File: config.mk
export PLATFORM = sky130hd
export DESIGN_NAME = ahb_err_sub
export DESIGN_NICKNAME = d
export VERILOG_FILES = /design/src/rtl/ahb_err_pkg.sv /design/src/rtl/ahb_err_decode.sv /design/src/rtl/ahb_err_phase.sv /design/src/rtl/ahb_err_regs.sv /design/src/rtl/ahb_err_sub.sv
export SDC_FILE = /design/constraint.sdc
export NUM_CORES = 1
export LEC_CHECK = 0
export BUFFER_PORTS_ARGS = -buffer_cell sky130_fd_sc_hd__buf_2
export CORE_ASPECT_RATIO = 1.75
export CORE_UTILIZATION = 63
export CTS_CLUSTER_SIZE = 14
export DETAILED_ROUTE_END_ITERATION = 8
export PLACE_DENSITY_LB_ADDON = 0.15
export SLEW_MARGIN = 20
export SYNTH_ARGS = -nofsm -noshare
export SYNTH_HDL_FRONTEND = slang
export SYNTH_SLANG_ARGS = --single-unit
export TNS_END_PERCENT = 1
File: constraint.sdc
create_clock -name clk_i -period 3.9 [get_ports clk_i]
set_input_delay 0.39 -clock clk_i [delete_from_list [all_inputs] [get_ports clk_i]]
set_output_delay 0.39 -clock clk_i [all_outputs]
set_load 0.01 [all_outputs]
File: src/rtl/ahb_err_pkg.sv
package ahb_err_pkg;
  typedef enum logic [1:0] {
    TR_IDLE   = 2'b00,
    TR_BUSY   = 2'b01,
    TR_NONSEQ = 2'b10,
    TR_SEQ    = 2'b11
  } trans_e;

  typedef enum logic [1:0] {
    PH_OKAY   = 2'd0,
    PH_ERR_LO = 2'd1,
    PH_ERR_HI = 2'd2
  } phase_e;

  localparam logic RESP_OKAY  = 1'b0;
  localparam logic RESP_ERROR = 1'b1;

  function automatic logic is_xfer(trans_e t);
    return (t == TR_NONSEQ) || (t == TR_SEQ);
  endfunction
endpackage

File: src/rtl/ahb_err_decode.sv
module ahb_err_decode #(
  parameter int ADDR_W = 12,
  parameter int NREGS  = 8,
  parameter logic [ADDR_W-1:0] FORBID_LO = 12'h100,
  parameter logic [ADDR_W-1:0] FORBID_HI = 12'h1FF,
  parameter logic [NREGS-1:0]  RO_MASK   = 8'hC0,
  localparam int IDX_W = $clog2(NREGS)
) (
  input  logic [ADDR_W-1:0] haddr_i,
  input  logic              hwrite_i,
  output logic [IDX_W-1:0]  idx_o,
  output logic              deny_o
);
  logic in_win;

  assign idx_o  = haddr_i[IDX_W+1:2];
  assign in_win = (haddr_i >= FORBID_LO) && (haddr_i <= FORBID_HI);
  assign deny_o = in_win || (hwrite_i && RO_MASK[idx_o]);
endmodule

File: src/rtl/ahb_err_phase.sv
module ahb_err_phase
  import ahb_err_pkg::*;
(
  input  logic clk_i,
  input  logic rst_ni,
  input  logic err_acc_i,
  output logic hreadyout_o,
  output logic hresp_o
);
  phase_e ph_q, ph_d;

  always_comb begin
    ph_d = ph_q;
    unique case (ph_q)
      PH_OKAY:   ph_d = err_acc_i ? PH_ERR_LO : PH_OKAY;
      PH_ERR_LO: ph_d = PH_ERR_HI;
      PH_ERR_HI: ph_d = err_acc_i ? PH_ERR_LO : PH_OKAY;
      default:   ph_d = PH_OKAY;
    endcase
  end

  always_ff @(posedge clk_i or negedge rst_ni) begin
    if (!rst_ni) ph_q <= PH_OKAY;
    else         ph_q <= ph_d;
  end

  assign hreadyout_o = (ph_q != PH_ERR_LO);
  assign hresp_o     = (ph_q == PH_OKAY) ? RESP_OKAY : RESP_ERROR;
endmodule

File: src/rtl/ahb_err_regs.sv
module ahb_err_regs #(
  parameter int DATA_W = 32,
  parameter int NREGS  = 8,
  parameter logic [NREGS-1:0]  RO_MASK = 8'hC0,
  parameter logic [DATA_W-1:0] RO_BASE = 32'hC0DE_0000,
  localparam int IDX_W = $clog2(NREGS)
) (
  input  logic              clk_i,
  input  logic              rst_ni,
  input  logic              we_i,
  input  logic [IDX_W-1:0]  widx_i,
  input  logic [DATA_W-1:0] wdata_i,
  input  logic [IDX_W-1:0]  ridx_i,
  output logic [DATA_W-1:0] rdata_o
);
  logic [NREGS-1:0][DATA_W-1:0] mem;

  for (genvar g = 0; g < NREGS; g++) begin : g_reg
    if (RO_MASK[g]) begin : g_ro
      assign mem[g] = RO_BASE | DATA_W'(g);
    end else begin : g_rw
      logic [DATA_W-1:0] q;
      always_ff @(posedge clk_i or negedge rst_ni) begin
        if (!rst_ni)                              q <= '0;
        else if (we_i && (widx_i == IDX_W'(g)))   q <= wdata_i;
      end
      assign mem[g] = q;
    end
  end

  assign rdata_o = mem[ridx_i];
endmodule

File: src/rtl/ahb_err_sub.sv
module ahb_err_sub
  import ahb_err_pkg::*;
#(
  parameter int ADDR_W = 12,
  parameter int DATA_W = 32,
  parameter int NREGS  = 8,
  parameter int CNT_W  = 16,
  parameter logic [ADDR_W-1:0] FORBID_LO = 12'h100,
  parameter logic [ADDR_W-1:0] FORBID_HI = 12'h1FF,
  parameter logic [NREGS-1:0]  RO_MASK   = 8'hC0,
  parameter logic [DATA_W-1:0] RO_BASE   = 32'hC0DE_0000
) (
  input  logic              clk_i,
  input  logic              rst_ni,
  input  logic              hsel_i,
  input  logic [1:0]        htrans_i,
  input  logic [ADDR_W-1:0] haddr_i,
  input  logic              hwrite_i,
  input  logic [DATA_W-1:0] hwdata_i,
  input  logic              hready_i,
  output logic              hreadyout_o,
  output logic              hresp_o,
  output logic [DATA_W-1:0] hrdata_o,
  output logic [CNT_W-1:0]  xfer_cnt_o,
  output logic [CNT_W-1:0]  err_cnt_o
);
  localparam int IDX_W = $clog2(NREGS);

  logic [IDX_W-1:0]  a_idx, dp_idx_q;
  logic              deny, accept, ok_acc, err_acc;
  logic              dp_rd_q, dp_wr_q;
  logic [DATA_W-1:0] rd_data;

  ahb_err_decode #(
    .ADDR_W(ADDR_W), .NREGS(NREGS),
    .FORBID_LO(FORBID_LO), .FORBID_HI(FORBID_HI), .RO_MASK(RO_MASK)
  ) u_dec (
    .haddr_i(haddr_i), .hwrite_i(hwrite_i), .idx_o(a_idx), .deny_o(deny)
  );

  // address phase counts only when the bus is ready
  assign accept  = hsel_i && hready_i && is_xfer(trans_e'(htrans_i));
  assign ok_acc  = accept && !deny;
  assign err_acc = accept && deny;

  ahb_err_phase u_phase (
    .clk_i(clk_i), .rst_ni(rst_ni), .err_acc_i(err_acc),
    .hreadyout_o(hreadyout_o), .hresp_o(hresp_o)
  );

  always_ff @(posedge clk_i or negedge rst_ni) begin
    if (!rst_ni) begin
      dp_rd_q  <= 1'b0;
      dp_wr_q  <= 1'b0;
      dp_idx_q <= '0;
    end else if (hready_i) begin
      dp_rd_q  <= ok_acc && !hwrite_i;
      dp_wr_q  <= ok_acc && hwrite_i;
      dp_idx_q <= a_idx;
    end
  end

  ahb_err_regs #(
    .DATA_W(DATA_W), .NREGS(NREGS), .RO_MASK(RO_MASK), .RO_BASE(RO_BASE)
  ) u_regs (
    .clk_i(clk_i), .rst_ni(rst_ni),
    .we_i(dp_wr_q && hready_i), .widx_i(dp_idx_q), .wdata_i(hwdata_i),
    .ridx_i(dp_idx_q), .rdata_o(rd_data)
  );

  assign hrdata_o = dp_rd_q ? rd_data : '0;

  always_ff @(posedge clk_i or negedge rst_ni) begin
    if (!rst_ni) begin
      xfer_cnt_o <= '0;
      err_cnt_o  <= '0;
    end else begin
      if (ok_acc)  xfer_cnt_o <= xfer_cnt_o + 1'b1;
      if (err_acc) err_cnt_o  <= err_cnt_o + 1'b1;
    end
  end
endmodule

==> qor.yml, run 1 <==
run_status:
  status: "finished with violations"
  violations: "negative hold slack"
worst_setup_path:
  critPathKind: "register to output port"
  max_stage_delay_ns: 0.99
  slowest_stage: "dfrtp_4"
  crit_family: "flip-flops"
  cp_cell_sequence: "buf_4 -> mux4_2 -> o22ai_1 -> nor2_1 -> buf_2"
  cp_data_required_time_ns: 3.51
  r2r_cells: 2
  crit_fanout: 48
  crit_cells: 5
  critPathBufInv: 2
  start_kind: "register"
  critPathCaptureType: "output port"
  arrival_ns: 2.91
place:
  placed_cells: 1004
  gp_congestion: 0.767
  hpwl_um: 13700
  pre_cts_slack_ns: 1.09
  portBuffers: 110
yosys:
  syn_inst: 740
  synth_top_family_by_area: "multiplexers"
  syn-num-nets: 793
  syn-cell-area_mm2: 0.0104
  yosysUniqueCellTypes: 35
  yosys.area.top_type: "dfrtp_1"
  ys_seq_area_share_pct: 55.5
  synth_mux_area_share_pct: 31.2
  synth-main-ff-cell: "dfrtp_1"
  synth_xor_xnor_area_share_pct: 2.52
  synthAdderAreaFrac_pct: 0.240
  synth-simple-area-share_pct: 5.82
  synth.area.top_cells: "dfrtp_1 (56%), mux2_2 (18%), mux4_2 (6.9%)"
  yosysWarnings: 0
  async_reset_ff_share_pct: 100
  synth_edf_count: 0
  synth_compound_area_share_pct: 2.30
  ys_ff_latch: 231
  synth_common_cells: "dfrtp_1 (231), mux2_2 (166), nor2_1 (58), mux2_1 (40), mux4_2 (32)"
  avgSynthCellArea_um2: 14.1
  synth_top_area_share_pct: 55.5
  yosysMostFrequentCell: "dfrtp_1"
worst_hold_path:
  hp-class: "input pin to asynchronous set/reset pin"
timing:
  clock_skew_ns: 0.00599
  layout_setup_ws_ns: 0.605
  report.final.slew_viol_count: 0
  hold_slack_ns: -0.0491
  period_share_pct: 84.5
  rsz0062_at_grt: "false"
  setup_viol: 0
  fin_crit_ns: 3.30
  tns_ns: 0
  timing.final.hold_violations: 15
  fmax_mhz: 303
  relSlewSlack_pct: 30.6
  tightest_slew_ns: 1.04
power:
  combPwrFrac_pct: 16.3
  power.share.clock_pct: 31.2
  vdd_drop_max_v: 0.000365
  p_switching_mw: 1.50
  power.density_mw_per_mm2: 509
  p_leak_nw: 5.74
  seqPwrFrac_pct: 52.5
  p_sw_share_pct: 25.2
  p_int_mw: 4.45
grt:
  grtUsageTotal_pct: 27.2
  grt_pass1_wl_um: 35900
  grt_pass1_vias: 6958
  grt_max_degree: 117
  antenna_found_initial: 2
  overflow: 0
detailed_routing:
  drc: 0
  vias_per_cell: 6.24
  drtAntennaViolNets: 0
  drtIter0Drc: 197
  via_count: 6448
  postRouteWirelength_um: 22300
  first_pass_iters: 4
  post_drt_wl_per_cell_um: 21.6
final_layout:
  finalNonFillerCells: 1034
  area_delta_synth_final_pct: 12.5
  nets: 891
  fin_util_pct: 73.1
  drive_above_1_share_pct: 42.2
  num-fill-cells: 1094
clock_tree:
  worstSkewPairLatency_ns: 0.49
  clockBufferDepth: 3
  htreeDepth: 1
  cts_sinks: 231
  cts_tree: "built"
  path_clk_slew_ns: 0.06
  cts.repair.resized: 0
  postCtsSetupBuffers: 0
  cts_inserted_buffers: 21
  ctsHoldBuffers: 0
  clockRootBuffer: "clkbuf_16"
run:
  drv_cap: 0
die:
  start_util_pct: 64.9
  num_rows: 61
  fp.dieW_um: 99.2
  io_pins: 117
  die_height_um: 172
  core_area_mm2: 0.0160
  die_area_mm2: 0.0171
final timing paths:
check / from / endpoint / slack, ns
min: rst_ni / u_regs.g_reg[0].g_rw.q[14] / -0.05
min reg2reg: u_phase.ph_q[0] / u_phase.ph_q[0] / 0.44
min in group clk_i: haddr_i[2] / dp_idx_q[0] / 0.14
max: dp_idx_q[0] / hrdata_o[18] / 0.60
max in group asynchronous: rst_ni / u_regs.g_reg[5].g_rw.q[15] / 2.90
max reg2reg: dp_idx_q[0] / u_regs.g_reg[1].g_rw.q[11] / 1.27
cell type report:
| class | count | area [um^2] | share of cell area (%) |
|---|---|---|---|
| timing repair buffer | 121 | 668 | 5.70 |
| clock inverter | 2 | 35.0 | 0.299 |
| clock buffer | 27 | 548 | 4.68 |
| antenna | 1 | 2.50 | 0.0214 |
| inverter | 8 | 30.0 | 0.256 |
| multi-input combinational | 455 | 4410 | 37.6 |
| tap | 189 | 236 | 2.02 |
| sequential | 231 | 5790 | 49.4 |
layout by cell type, fill, tap and decap left out, types with 8 or more instances in the layout:
cell type,count
mux2_2,166
nand4_1,12
mux2i_1,21
nor2_1,57
o22ai_1,12
nand2_1,11
xor2_1,12
xnor2_1,18
buf_4,9
clkbuf_16,21
buf_2,109
a21oi_1,22
mux4_2,32
inv_1,8
mux2_1,40
dfrtp_1,229
nand3_1,14
through the flow:
stage	instance area [um^2]	power, mW
5_1_grt	11700	6.21
4_1_cts	11700	6.00
6_report	11700	5.96
2_1_floorplan	10400	3.79
3_5_place_dp	11100	4.14
3_3_place_gp	11100	4.04
metal layers:
layer / part of all wire, % / up-vias / global-route usage [%]
met5: 0 / - / 0
met4: 2.2 / 0 / 7.80
met1: 39 / 3383 / 32.2
met2: 55 / 182 / 51.8
met3: 4.0 / 38 / 3.35
li1: - / 2845 / -
state kept, by name, summed over array words and instances, names as in the netlist:
name and flops:
dp_idx_q 3, dp_rd_q 1, dp_wr_q 1, err_cnt_o 16, u_phase.ph_q 2, u_regs.g.g_rw.q 192
xfer_cnt_o 16
cell families after synthesis:
family | count (synthesis)
flops | 231
xor+xnor | 30
fa+ha+maj | 2
buf+inv | 54
compound gates | 39
simple gates | 125
mux | 259
power groups by stage:
| stage | Combinational [mW] | Clock (mW) | Sequential, mW |
|---|---|---|---|
| 6_report | 0.974 | 1.86 | 3.13 |
| 5_1_grt | 1.07 | 1.96 | 3.18 |
| 4_1_cts | 0.990 | 1.89 | 3.12 |
| 3_5_place_dp | 0.982 | 0 | 3.16 |
| 3_3_place_gp | 0.928 | 0 | 3.11 |
| 2_1_floorplan | 0.733 | 0 | 3.05 |
(Power assumes the default switching activity.)
==> run 2, diff against run 1 <==
- ABC_AREA: not set -> 1
- CORE_UTILIZATION: 63 -> 59
- clock period: 3.9 -> 3.2 ns (I/O delays scaled with it)
==> qor.yml, run 2 <==
run_status:
  status: "completed"
die:
  core_area_mm2: 0.0174  # +8.4%
  num_rows: 64  # +4.9%
  die_area_mm2: 0.0183  # +7.2%
  die_height_um: 178  # +3.5%
  start_util_pct: 60.2  # -4.8 points
  io_pins: 117  # unchanged
  fp.dieW_um: 103  # +3.5%
final_layout:
  area_delta_synth_final_pct: 14.7
  diodes: 0  # -1
  final_cell_area_mm2: 0.0120  # +2.4%
  seq_area_mm2: 0.00578  # about the same
  top_register: "u_regs.g.g_rw.q"
  finalNonFillerCells: 1635  # +58%
  layout.cells.most_common: "nand2_1"
  nets: 1447  # +62%
  reg_top3: "u_regs.g.g_rw.q (192), err_cnt_o (16), xfer_cnt_o (16)"
  mostFrequentLayoutCells: "nand2_1 (476), dfrtp_1 (231), o21ai_0 (202), buf_2 (109), inv_1 (95)"
  drive_above_1_share_pct: 12.8  # -29 points
  num-fill-cells: 1473  # +35%
  multi_input_area_mm2: 0.00403  # -8.6%
  largest_reg_flops: 192  # unchanged
worst_setup_path:
  arrival_ns: 2.44  # -0.47 ns
  critPathCaptureType: "output port"
  slowest_stage: "buf_4"
  start_kind: "register"
  crit_fanout: 43  # -10%
  critPathKind: "register to output port"
  cp_cell_sequence: "inv_1 -> nor2_4 -> buf_4 -> nand2_1 -> nand4_1 -> nand2_1 -> a21oi_1 -> buf_2"
  cp_data_required_time_ns: 2.88  # -0.63 ns
  crit_top_cell: "nand2_1"
  max_stage_delay_ns: 0.49  # -0.50 ns
clock_tree:
  cts_sinks: 231  # unchanged
  clockBufferDepth: 3  # unchanged
  postCtsSetupBuffers: 0  # unchanged
  cts_tree: "built"
  worstSkewPairLatency_ns: 0.52  # +0.03 ns
  path_clk_slew_ns: 0.07  # about the same
  cts_inserted_buffers: 22  # +4.8%
  htreeDepth: 1  # unchanged
  cts.repair.resized: 0  # unchanged
  clockRootBuffer: "clkbuf_16"
grt:
  use_met1_pct: 35.6  # +3.4 points
  overflow: 0  # unchanged
  antenna_found_initial: 0  # -2
  grt_pass1_wl_um: 42100  # +17%
  grtUsageTotal_pct: 29.7  # +2.4 points
  grt_max_degree: 109  # -6.8%
  top_usage_layer: "met2"
  grt_use_met2_pct: 53.5  # +1.7 points
  grt_pass1_vias: 8682  # +25%
  met3_usage_pct: 3.29  # -0.063 points
detailed_routing:
  postRouteWirelength_um: 25800  # +16%
  via_count: 8996  # +40%
  drtAntennaViolNets: 0  # unchanged
  post_drt_wl_per_cell_um: 15.8  # -27%
  drc: 0  # unchanged
  drtIter0Drc: 455  # +130%
  vias_per_cell: 5.50  # -12%
  first_pass_iters: 5  # +1
timing:
  setup_viol: 0  # unchanged
  timing.final.hold_violations: 0  # -15
  tightest_slew_ns: 0.842  # -0.194 ns
  rsz0062_at_grt: "false"
  relSlewSlack_pct: 43.8  # +13 points
  tns_ns: 0  # unchanged
  fmax_mhz: 362
  report.final.slew_viol_count: 0  # unchanged
  clock_skew_ns: 0.0218  # +0.0158 ns
  fin_crit_ns: 2.76
  period_share_pct: 86.3
yosys:
  yosysMostFrequentCell: "nand2_1"
  syn-num-nets: 1352  # +70%
  syn-cell-area_mm2: 0.0105  # +0.48%
  avgSynthCellArea_um2: 8.05  # -43%
  syn_inst: 1299  # +76%
  yosysUniqueCellTypes: 27  # -23%
  ys_seq_area_share_pct: 55.3  # -0.27 points
  synth_common_cells: "nand2_1 (479), dfrtp_1 (231), o21ai_0 (202), inv_1 (95), nor2_1 (59)"
  yosys.area.top_type: "dfrtp_1"
  yosysWarnings: 0  # unchanged
  async_reset_ff_share_pct: 100  # unchanged
  synth_edf_count: 0  # unchanged
  synth-main-ff-cell: "dfrtp_1"
  synth.area.top_cells: "dfrtp_1 (55%), nand2_1 (17%), o21ai_0 (9.7%)"
  synth_top_area_share_pct: 55.3  # -0.27 points
  ys_ff_latch: 231  # unchanged
place:
  placed_area_mm2: 0.0113  # +1.4%
  placed_cells: 1600  # +59%
  gp_congestion: 0.816  # +6.3%
  hpwl_um: 16300  # +19%
  portBuffers: 110  # unchanged
power:
  p_leak_nw: 5.89  # +2.6%
  vdd_drop_max_v: 0.000557  # +53%
  power.density_mw_per_mm2: 634  # +25%
  total_power_mw: 7.61  # +28%
worst_hold_path:
  hp-class: "input pin to register"
run:
  drv_cap: 0  # unchanged
-- run 2: cell count changes after synthesis, sizes merged, moves of 11 or more --
cell,change
nand2,+469
o21ai,+209
mux2,-206
inv,+88
a21oi,+32
mux4,-32
clkbuf,+31
nand4,+29
mux2i,-21
xnor2,-14
buf,-12
o22ai,-11
-- run 2: per-stage QoR --
stage	hold slack (ns)	util (%)	setup slack, ns
after floorplan	0.0244	-	1.52
after global placement	0.417	64.9	0.997
after detailed placement	0.433	64.9	0.909
after CTS	0.0221	69.1	0.453
after global routing	0.0311	69.1	0.334
final	0.0219	69.1	0.437
-- run 2: logic make-up (layout without fill, tap and decap cells) --
group                    count (synthesis)  count (layout)  share of synthesized area (%)
buffers and inverters                  164             269                           6.26
XOR/XNOR                                11              11                          0.921
AO/OA/AOI/OAI                          277             277                           13.5
flip-flops                             231             231                           55.3
adder cells (fa/ha/maj)                  2               2                          0.239
AND/OR/NAND/NOR                        614             614                           23.8
-- run 2: cell type report --
type | instances | area share (%)
clock inverter | 6 | 0.761
multi-input combinational | 904 | 33.6
inverter | 99 | 3.10
timing repair buffer | 136 | 6.84
clock buffer | 28 | 5.11
tap | 231 | 2.41
sequential | 231 | 48.2
-- run 2: power by group --
| part | internal (mW) | switching (mW) |
|---|---|---|
| Combinational | 0.463 | 0.718 |
| Sequential | 3.49 | 0.353 |
| Clock | 1.50 | 1.08 |
-- run 2: path summary, 6_finish.rpt --
kind / startpoint / endpoint / slack [ns] / depth (start not counted)
worst max-delay path: dp_idx_q[0] / hrdata_o[19] / 0.44 / 8
worst min-delay path: hwdata_i[22] / u_regs.g_reg[5].g_rw.q[22] / 0.02 / 3
worst max register to register: dp_idx_q[1] / u_regs.g_reg[0].g_rw.q[17] / 0.93 / 6
worst min register to register: u_phase.ph_q[1] / u_phase.ph_q[1] / 0.43 / 1
max in group asynchronous: rst_ni / u_regs.g_reg[3].g_rw.q[14] / 1.93 / 3
min in group asynchronous: rst_ni / u_regs.g_reg[2].g_rw.q[10] / 0.44 / 2
-- run 2: worst max-delay path: cells and delay by family (launching register included) --
| kind | cells | cell delay [ns] |
|---|---|---|
| buffers and inverters | 3 | 0.81 |
| DFF | 1 | 0.45 |
| AOI/OAI and AO/OA | 1 | 0.29 |
| and+or+nand+nor | 4 | 0.37 |
-- run 2: metal layers --
metal	routed length (um)	vias up
met1	10100	4291
met4	755	0
li1	-	4363
met5	0	-
met3	1430	54
met2	13500	288
-- run 2: timing repair --
action | CTS | global route
setup endpoints to repair | 0 | 0
hold buffers | 1 | 0
hold endpoints to repair | 103 | 0
